## src/rtl/simd_cmp_pkg.sv

```systemverilog
// Package: shared sizes and relation codes for the partitioned comparator.
// Assumes the lane count is at least 2.
package simd_cmp_pkg;
    localparam int unsigned LANES_DEF  = 8;
    localparam int unsigned LANE_W_DEF = 8;

    typedef enum logic [2:0] {
        REL_EQ = 3'd0,
        REL_NE = 3'd1,
        REL_GT = 3'd2,
        REL_GE = 3'd3,
        REL_LT = 3'd4,
        REL_LE = 3'd5
    } rel_code_e;
endpackage

```

## src/rtl/simd_lane_cmp.sv

```systemverilog
// Module: per-lane unsigned compare. For each lane it gives equal and
// greater flags for the lane's slice of both operands.
// Assumes: operands are packed lane by lane, with lane 0 in the low bits.
module simd_lane_cmp #(
    parameter int unsigned LANES  = 8,
    parameter int unsigned LANE_W = 8,
    localparam int unsigned TOT_W = LANES * LANE_W
) (
    input  logic [TOT_W-1:0] a_i,
    input  logic [TOT_W-1:0] b_i,
    output logic [LANES-1:0] eq_o,
    output logic [LANES-1:0] gt_o
);
    for (genvar i = 0; i < LANES; i++) begin : g_lane
        logic [LANE_W-1:0] sa, sb;
        assign sa = a_i[i*LANE_W +: LANE_W];
        assign sb = b_i[i*LANE_W +: LANE_W];
        assign eq_o[i] = (sa == sb);
        assign gt_o[i] = (sa > sb);
    end
endmodule

```

## src/rtl/simd_merge_chain.sv

```systemverilog
// Module: combines the lane flags from the top of each partition downward.
// At every lane it gives the equal and greater flags for the span from that
// lane up to the top of its partition. At a partition's first lane, these
// flags describe the whole partition.
// Assumes: cut bit k separates lane k from lane k+1.
module simd_merge_chain #(
    parameter int unsigned LANES = 8
) (
    input  logic [LANES-1:0] lane_eq_i,
    input  logic [LANES-1:0] lane_gt_i,
    input  logic [LANES-2:0] cut_i,
    output logic [LANES-1:0] span_eq_o,
    output logic [LANES-1:0] span_gt_o
);
    for (genvar i = 0; i < LANES; i++) begin : g_chain
        if (i == LANES - 1) begin : g_top
            // Purpose: the topmost lane is always the top of its partition.
            assign span_eq_o[i] = lane_eq_i[i];
            assign span_gt_o[i] = lane_gt_i[i];
        end else begin : g_mid
            // Purpose: restart at a cut; otherwise the upper span decides
            // unless it is equal.
            assign span_eq_o[i] = lane_eq_i[i] & (cut_i[i] | span_eq_o[i+1]);
            assign span_gt_o[i] = cut_i[i] ? lane_gt_i[i]
                                : (span_gt_o[i+1] | (span_eq_o[i+1] & lane_gt_i[i]));
        end
    end

    // Purpose: a span can never be both equal and greater (guards R2).
    always_comb begin
        p_span_excl_r2: assert ((span_eq_o & span_gt_o) == '0)
            else $error("span flagged equal and greater at once");
    end
endmodule

```

## src/rtl/simd_pred_spread.sv

```systemverilog
// Module: turns each partition's span flags into the chosen relation and
// copies the result over every lane of the partition.
// Assumes: the span flags are valid at each partition's first lane.
module simd_pred_spread #(
    parameter int unsigned LANES = 8
) (
    input  logic [LANES-1:0] span_eq_i,
    input  logic [LANES-1:0] span_gt_i,
    input  logic [LANES-2:0] cut_i,
    input  logic [2:0]       rel_i,
    output logic [LANES-1:0] hit_o
);
    import simd_cmp_pkg::*;

    logic [LANES-1:0] pred;

    // Purpose: work out the chosen relation at every lane.
    always_comb begin
        for (int i = 0; i < LANES; i++) begin
            unique case (rel_i)
                REL_EQ:  pred[i] = span_eq_i[i];
                REL_NE:  pred[i] = ~span_eq_i[i];
                REL_GT:  pred[i] = span_gt_i[i];
                REL_GE:  pred[i] = span_gt_i[i] | span_eq_i[i];
                REL_LT:  pred[i] = ~(span_gt_i[i] | span_eq_i[i]);
                REL_LE:  pred[i] = ~span_gt_i[i];
                default: pred[i] = 1'b0;
            endcase
        end
    end

    for (genvar i = 0; i < LANES; i++) begin : g_spread
        if (i == 0) begin : g_first
            // Purpose: lane 0 always starts a partition.
            assign hit_o[i] = pred[i];
        end else begin : g_rest
            // Purpose: a partition's first lane sets the value; the lanes above it copy it.
            assign hit_o[i] = cut_i[i-1] ? pred[i] : hit_o[i-1];
        end
    end

    // Purpose: lanes joined by a cleared cut show the same result.
    always_comb begin
        for (int i = 1; i < LANES; i++) begin
            p_part_uniform_r3: assert (cut_i[i-1] || (hit_o[i] == hit_o[i-1]))
                else $error("lanes %0d and %0d of one partition differ", i-1, i);
        end
    end
endmodule

```

## src/rtl/simd_part_cmp.sv

```systemverilog
// Module: top of the partitioned SIMD unsigned comparator. It compares two
// operands under a run-time partition set by the cut bits. Each partition's
// single result is repeated across its lanes. The block is purely
// combinational.
// Assumes: unsigned operands; select codes above 5 give all zeros.
module simd_part_cmp #(
    parameter int unsigned LANES  = simd_cmp_pkg::LANES_DEF,
    parameter int unsigned LANE_W = simd_cmp_pkg::LANE_W_DEF,
    localparam int unsigned TOT_W = LANES * LANE_W
) (
    input  logic [TOT_W-1:0] opnd_a,
    input  logic [TOT_W-1:0] opnd_b,
    input  logic [LANES-2:0] lane_cut,
    input  logic [2:0]       rel_sel,
    output logic [LANES-1:0] lane_hit
);
    logic [LANES-1:0] lane_eq, lane_gt, span_eq, span_gt;

    simd_lane_cmp #(.LANES(LANES), .LANE_W(LANE_W)) u_lane (
        .a_i  (opnd_a),
        .b_i  (opnd_b),
        .eq_o (lane_eq),
        .gt_o (lane_gt)
    );

    simd_merge_chain #(.LANES(LANES)) u_chain (
        .lane_eq_i (lane_eq),
        .lane_gt_i (lane_gt),
        .cut_i     (lane_cut),
        .span_eq_o (span_eq),
        .span_gt_o (span_gt)
    );

    simd_pred_spread #(.LANES(LANES)) u_spread (
        .span_eq_i (span_eq),
        .span_gt_i (span_gt),
        .cut_i     (lane_cut),
        .rel_i     (rel_sel),
        .hit_o     (lane_hit)
    );

    // Purpose: unused select codes give a zero output.
    always_comb begin
        p_bad_sel_zero_r7: assert (rel_sel <= 3'd5 || lane_hit == '0)
            else $error("unused select code gave nonzero output");
    end

    // Purpose: a single full-width partition under equal matches a whole-word compare.
    always_comb begin
        p_full_eq_r9: assert (lane_cut != '0 || rel_sel != 3'd0
                              || lane_hit == {LANES{opnd_a == opnd_b}})
            else $error("full-width equal mismatch");
    end
endmodule

```

## config.mk

```make
export PLATFORM = sky130hd
export DESIGN_NAME = simd_part_cmp
export DESIGN_NICKNAME = d
export VERILOG_FILES = /design/src/rtl/simd_cmp_pkg.sv /design/src/rtl/simd_lane_cmp.sv /design/src/rtl/simd_merge_chain.sv /design/src/rtl/simd_pred_spread.sv /design/src/rtl/simd_part_cmp.sv
export SDC_FILE = /design/constraint.sdc
export NUM_CORES = 1
export LEC_CHECK = 0
export ABC_AREA = 1
export ABC_CLOCK_PERIOD_IN_PS = 3100
export BUFFER_PORTS_ARGS = -buffer_cell sky130_fd_sc_hd__buf_2
export CORE_ASPECT_RATIO = 1.4
export CORE_MARGIN = 4
export CORE_UTILIZATION = 42
export DETAILED_ROUTE_END_ITERATION = 16
export PLACE_DENSITY = 0.82
export SETUP_SLACK_MARGIN = 0.5
export SYNTH_ARGS = -nofsm -noshare
export SYNTH_HDL_FRONTEND = slang
export SYNTH_SLANG_ARGS = --single-unit
```

## constraint.sdc

```tcl
create_clock -name vclk -period 3.1
set_input_delay 0.31 -clock vclk [all_inputs]
set_output_delay 0.31 -clock vclk [all_outputs]
set_load 0.005 [all_outputs]
```

* Word level (Yosys, flattened, before mapping) *
Cells that the tools add are included.

operators by class
  order comparisons = 8
  shift operators = 0
  muxes and demuxes = 22
  $add $sub $neg = 0
  multiply operators = 0
  bitwise logic cells = 60
  div/mod/pow operators = 0
  equal/unequal tests = 13
  reductions and logical operators = 1

operator list
  operator              count
  $eq A8 B8 Y1          8
  $gt A8 B8 Y1          8
  $pmux W1 S6           8
  $not A1 Y1            24
  $or A1 B1 Y1          22
  $and A1 B1 Y1         14
  $mux W1               14
  $eq A3 B2 Y1 const B  2
  $eq A3 B3 Y1 const B  2
  $eq A3 B1 Y1 const B  1
  $logic_not A3 Y1      1

word-level totals
  logic and storage cells = 104
  memories kept = 0
  bits in read-only memories = 0
  RAM bits = 0
  latch bits = 0
  bits in registers = 0

* Logic depth before layout (Yosys ltp) *
  word-level depth = 26
  mapped depth = 39
  depth with buffers taken out = 39

* Cells and area by module *
From an unflattened synthesis, not the netlist that was laid out.

unflattened totals
  cells, all modules = 437
  area, all modules = 2683.8 um^2

by module, submodules not included
  module            instances  cells an instance  area an instance (um^2)
  simd_lane_cmp     1          288                1908.1
  simd_pred_spread  1          100                506.7
  simd_merge_chain  1          49                 269.0

* Worst setup path before layout *
No wires, ideal clock.

  path type = input to output
  from = input opnd_b[55]
  to = output lane_hit[7]
  stages = 36
  data required time = 2.790 ns
  setup slack = -0.132 ns
  path buffers = 0
  arrival time = 2.922 ns
  cell sequence = inv_1 -> ha_1 -> nand2_2 -> nor2_4 -> nand4_2 -> nand2b_4 -> nand2_2 -> nand2_2 -> nand2_2 -> nand2_2 -> nand2_2 -> nand2_2 -> nand2_2 -> nand2_4 -> nand2_2 -> nand2_2 -> nand2_2 -> nand2_2 -> nand2_1 -> nand2_1 -> clkinv_1 -> nand2_1 -> nor2_2 -> nand3_1 -> nand3_1 -> nand2_2 -> nand2_1 -> nand2_2 -> nand2_1 -> nand2_2 -> nand2_1 -> nand2_2 -> nand2_1 -> nand2_2 -> nand2_1 -> nand2_1

on the way
  longest elaborated chain between the ends = 26
  elaborated cells between the ends (all ways) = 78
  those cells by class = order compare (1); eq/ne (1); mux (21); bitwise (55)

ends and longest elaborated chain
  item               RTL line                text
  start, declared    simd_part_cmp.sv:12     input logic [TOT_W-1:0] opnd_b,
  $gt A8 B8 Y1       simd_lane_cmp.sv:19     assign gt_o[i] = (sa > sb);
  $and A1 B1 Y1      simd_merge_chain.sv:25  : (span_gt_o[i+1] | (span_eq_o[i+1] & lane_gt_i[i]));
  $or A1 B1 Y1       simd_merge_chain.sv:25
  $mux W1            simd_merge_chain.sv:24  assign span_gt_o[i] = cut_i[i] ? lane_gt_i[i]
  $or A1 B1 Y1       simd_merge_chain.sv:25
  $mux W1            simd_merge_chain.sv:24
  $or A1 B1 Y1       simd_merge_chain.sv:25
  $mux W1            simd_merge_chain.sv:24
  [... 13 more ...]  n/a
  net lane_hit[2]    simd_part_cmp.sv:15     output logic [LANES-1:0] lane_hit
  [... 1 more ...]   n/a
  net lane_hit[3]    simd_part_cmp.sv:15
  $mux W1 *          simd_pred_spread.sv:38  assign hit_o[i] = cut_i[i-1] ? pred[i] : hit_o[i-1];
  net lane_hit[4]    simd_part_cmp.sv:15
  $mux W1 *          simd_pred_spread.sv:38
  net lane_hit[5]    simd_part_cmp.sv:15
  $mux W1 *          simd_pred_spread.sv:38
  net lane_hit[6]    simd_part_cmp.sv:15
  $mux W1 *          simd_pred_spread.sv:38
  end, declared      simd_part_cmp.sv:15

The timed path passes the listed nets; every way through them passes the cells marked *.

* Worst setup path in the final report *
  from = input opnd_a[60]
  to = output lane_hit[7]

on the way
  longest elaborated chain between the ends = 26
  elaborated cells between the ends (all ways) = 84
  those cells by class = order compare (1); eq/ne (1); mux (22); bitwise (60)

ends and longest elaborated chain
  item                                                                   RTL line                text
  start, declared                                                        simd_part_cmp.sv:11     input logic [TOT_W-1:0] opnd_a,
  parallel branches: the longest is 25 deep, another holds $gt A8 B8 Y1  n/a
  $mux W1 *                                                              simd_pred_spread.sv:38

Mark *: on every way between the ends.

==> flow_metrics.env <==
export IMPL_dp_hpwl_um=6150
export IMPL_grt_setup_unrepaired="true"
export IMPL_power_density_mw_per_mm2=146
export IMPL_io_buffers=146
export IMPL_setup_viol=6
export IMPL_nClkBuffers=0
export IMPL_fin_crit_ps=3590
export IMPL_grt_pass1_wl_um=12200
export IMPL_viasPerCell=5.03
export IMPL_die_area_mm2=0.00690
export IMPL_grt_usage_pct=20.3
export IMPL_ys_top_cells_by_area="ha_1, inv_1, nand2_1"
export IMPL_yosys_area_top_type="ha_1"
export IMPL_drv_slew=0
export IMPL_vdd_drop_max_mv=0.0704
export IMPL_p_comb_share_pct=100.0
export IMPL_cpLargestDelayFamily="simple AND/OR/NAND/NOR gates"
export IMPL_slew_headroom_pct=51.9
export IMPL_vias=3270
export IMPL_critical_path_required_ps=2790
export IMPL_flops_and_latches=0
export IMPL_place_congestion=0.827
export IMPL_timing_hold_ws_ps=958
export IMPL_drive_above_1_share_pct=47.4
export IMPL_timing_fmax_mhz=278
export IMPL_p_int_mw=0.308
export IMPL_fp_row_count=32
export IMPL_coreArea_mm2=0.00549
export IMPL_wl_per_cell_um=12.3
export IMPL_critical_path_endpoint_type="primary output"
export IMPL_syn_num_nets=600
export IMPL_cp_max_fo=4
export IMPL_grt_max_degree=7
export IMPL_critPathMaxStageDelay_ps=270
export IMPL_synth_common_cells="inv_1, nand2_1, ha_1"
export IMPL_synth_top_area_share_pct=33.9
export IMPL_hold_viol=0
export IMPL_ant_nets=0
export IMPL_yosys_warnings=0
export IMPL_leakagePower_nw=2.40
export IMPL_violations="setup timing"
export IMPL_seq_area_frac_synth_pct=0
export IMPL_outcome="finished with violations"
export IMPL_syn_area_mm2=0.00236
export IMPL_antenna_found_initial=0
export IMPL_place_area_mm2=0.00345
export IMPL_ios=146
export IMPL_yosysMostFrequentCell="inv_1"
export IMPL_hp_class="input port to primary output"
export IMPL_period_share_pct=116
export IMPL_seqCellArea_um2=0
export IMPL_seqPwrFrac_pct=0
export IMPL_area_delta_synth_final_pct=68.8
export IMPL_fin_nets=786
export IMPL_cp_start_kind="input port"
export IMPL_clkPwrFrac_pct=0
export IMPL_grt_pass1_vias=3212
export IMPL_drt_iter0_drc=90
export IMPL_crit_type="input port to primary output"
export IMPL_tightestPinTransition_ps=715
export IMPL_final_area_mm2=0.00398
export IMPL_synth_avg_cell_area_um2=5.93
export IMPL_switchingPower_mw=0.272
export IMPL_slowest_stage="ha_4"
export IMPL_worstPathArrival_ps=3280
export IMPL_initial_core_util_pct=43.0
export IMPL_syn_inst=398
export IMPL_antennaDiodeCount=0
export IMPL_cap_violations=0
export IMPL_drc=0
export IMPL_cp_common_cell="nand2_2"
export IMPL_switching_share_pct=46.9
export IMPL_timing_critical_path_buf_inv=3
export IMPL_fin_ws_ps=-493
export IMPL_synth_cell_type_count=27
export IMPL_wl_um=8000
export IMPL_finalPower_mw=0.580
export IMPL_grt_overflow=0
export IMPL_die_width_um=71.4
export IMPL_die_h_um=96.7
export IMPL_dr_pass1_iters=4
## power groups by stage
stage	logic (mW)	clock network [mW]	registers (mW)
after floorplan	0.267	0	0
after global placement	0.445	0	0
final	0.580	0	0
after CTS	0.534	0	0
after global routing	0.651	0	0
after detailed placement	0.463	0	0
## logic make-up after synthesis
logic type / share of synthesized area, %
AOI/OAI and AO/OA: 15.2
adders and majority gates: 33.9
buffers and inverters: 17.0
and+or+nand+nor: 33.9
## final cells by class
| class | instances | area (um2) |
|---|---|---|
| fillers | 435 | 1500 |
| well taps | 68 | 85.1 |
| inverters | 107 | 427 |
| multi-input cells | 291 | 2270 |
| repair buffers | 184 | 1200 |
## through the flow
step	std cells	TNS [ps]	utilization [%]	setup slack (ps)
floorplan	398	-67.1	-	-67.1
global placement	630	-1100	62.9	-368
detailed placement	630	-1510	62.9	-457
CTS	640	-1890	69.5	-416
global route	650	-3790	72.6	-723
finish	650	-2480	72.6	-493
## worst min-delay path: cells and delay by family
| family | cells | cell delay, ps |
|---|---|---|
| simple gates | 2 | 150 |
| buf+inv | 2 | 200 |
## cell usage in the layout, fill, tap and decap left out, types with 5 or more instances in the layout
cell,n
o21a_1,5
nand3_1,14
buf_6,28
ha_1,49
buf_2,118
nor3_1,8
nand4_1,8
nand2_4,11
buf_4,37
nand2_1,65
a21oi_1,27
nand2_2,34
inv_1,89
nor2_1,10
o21ai_0,16
ha_4,15
inv_2,12
## path summary, 6_finish.rpt
kind         from           to  slack [ps]  depth (start not counted)
max    opnd_a[60]  lane_hit[7]        -490                         37
min   lane_cut[6]  lane_hit[7]         960                          4
## per-layer routing
metal  vias up  part of all wire [%]  GRT usage, %
met5         -                     0             0
met4         0                   2.7          6.37
met3        24                   6.8          1.87
met2       129                    57          42.5
met1      1468                    33          19.3
li1       1649                     -             -
## timing repair
item	in CTS	in global routing
gates resized for setup	53	25
endpoints found under the setup margin	8	8
pin swaps	36	27
hold buffers	0	0
buffers inserted	10	10
Power figures use the tool's default switching activity.
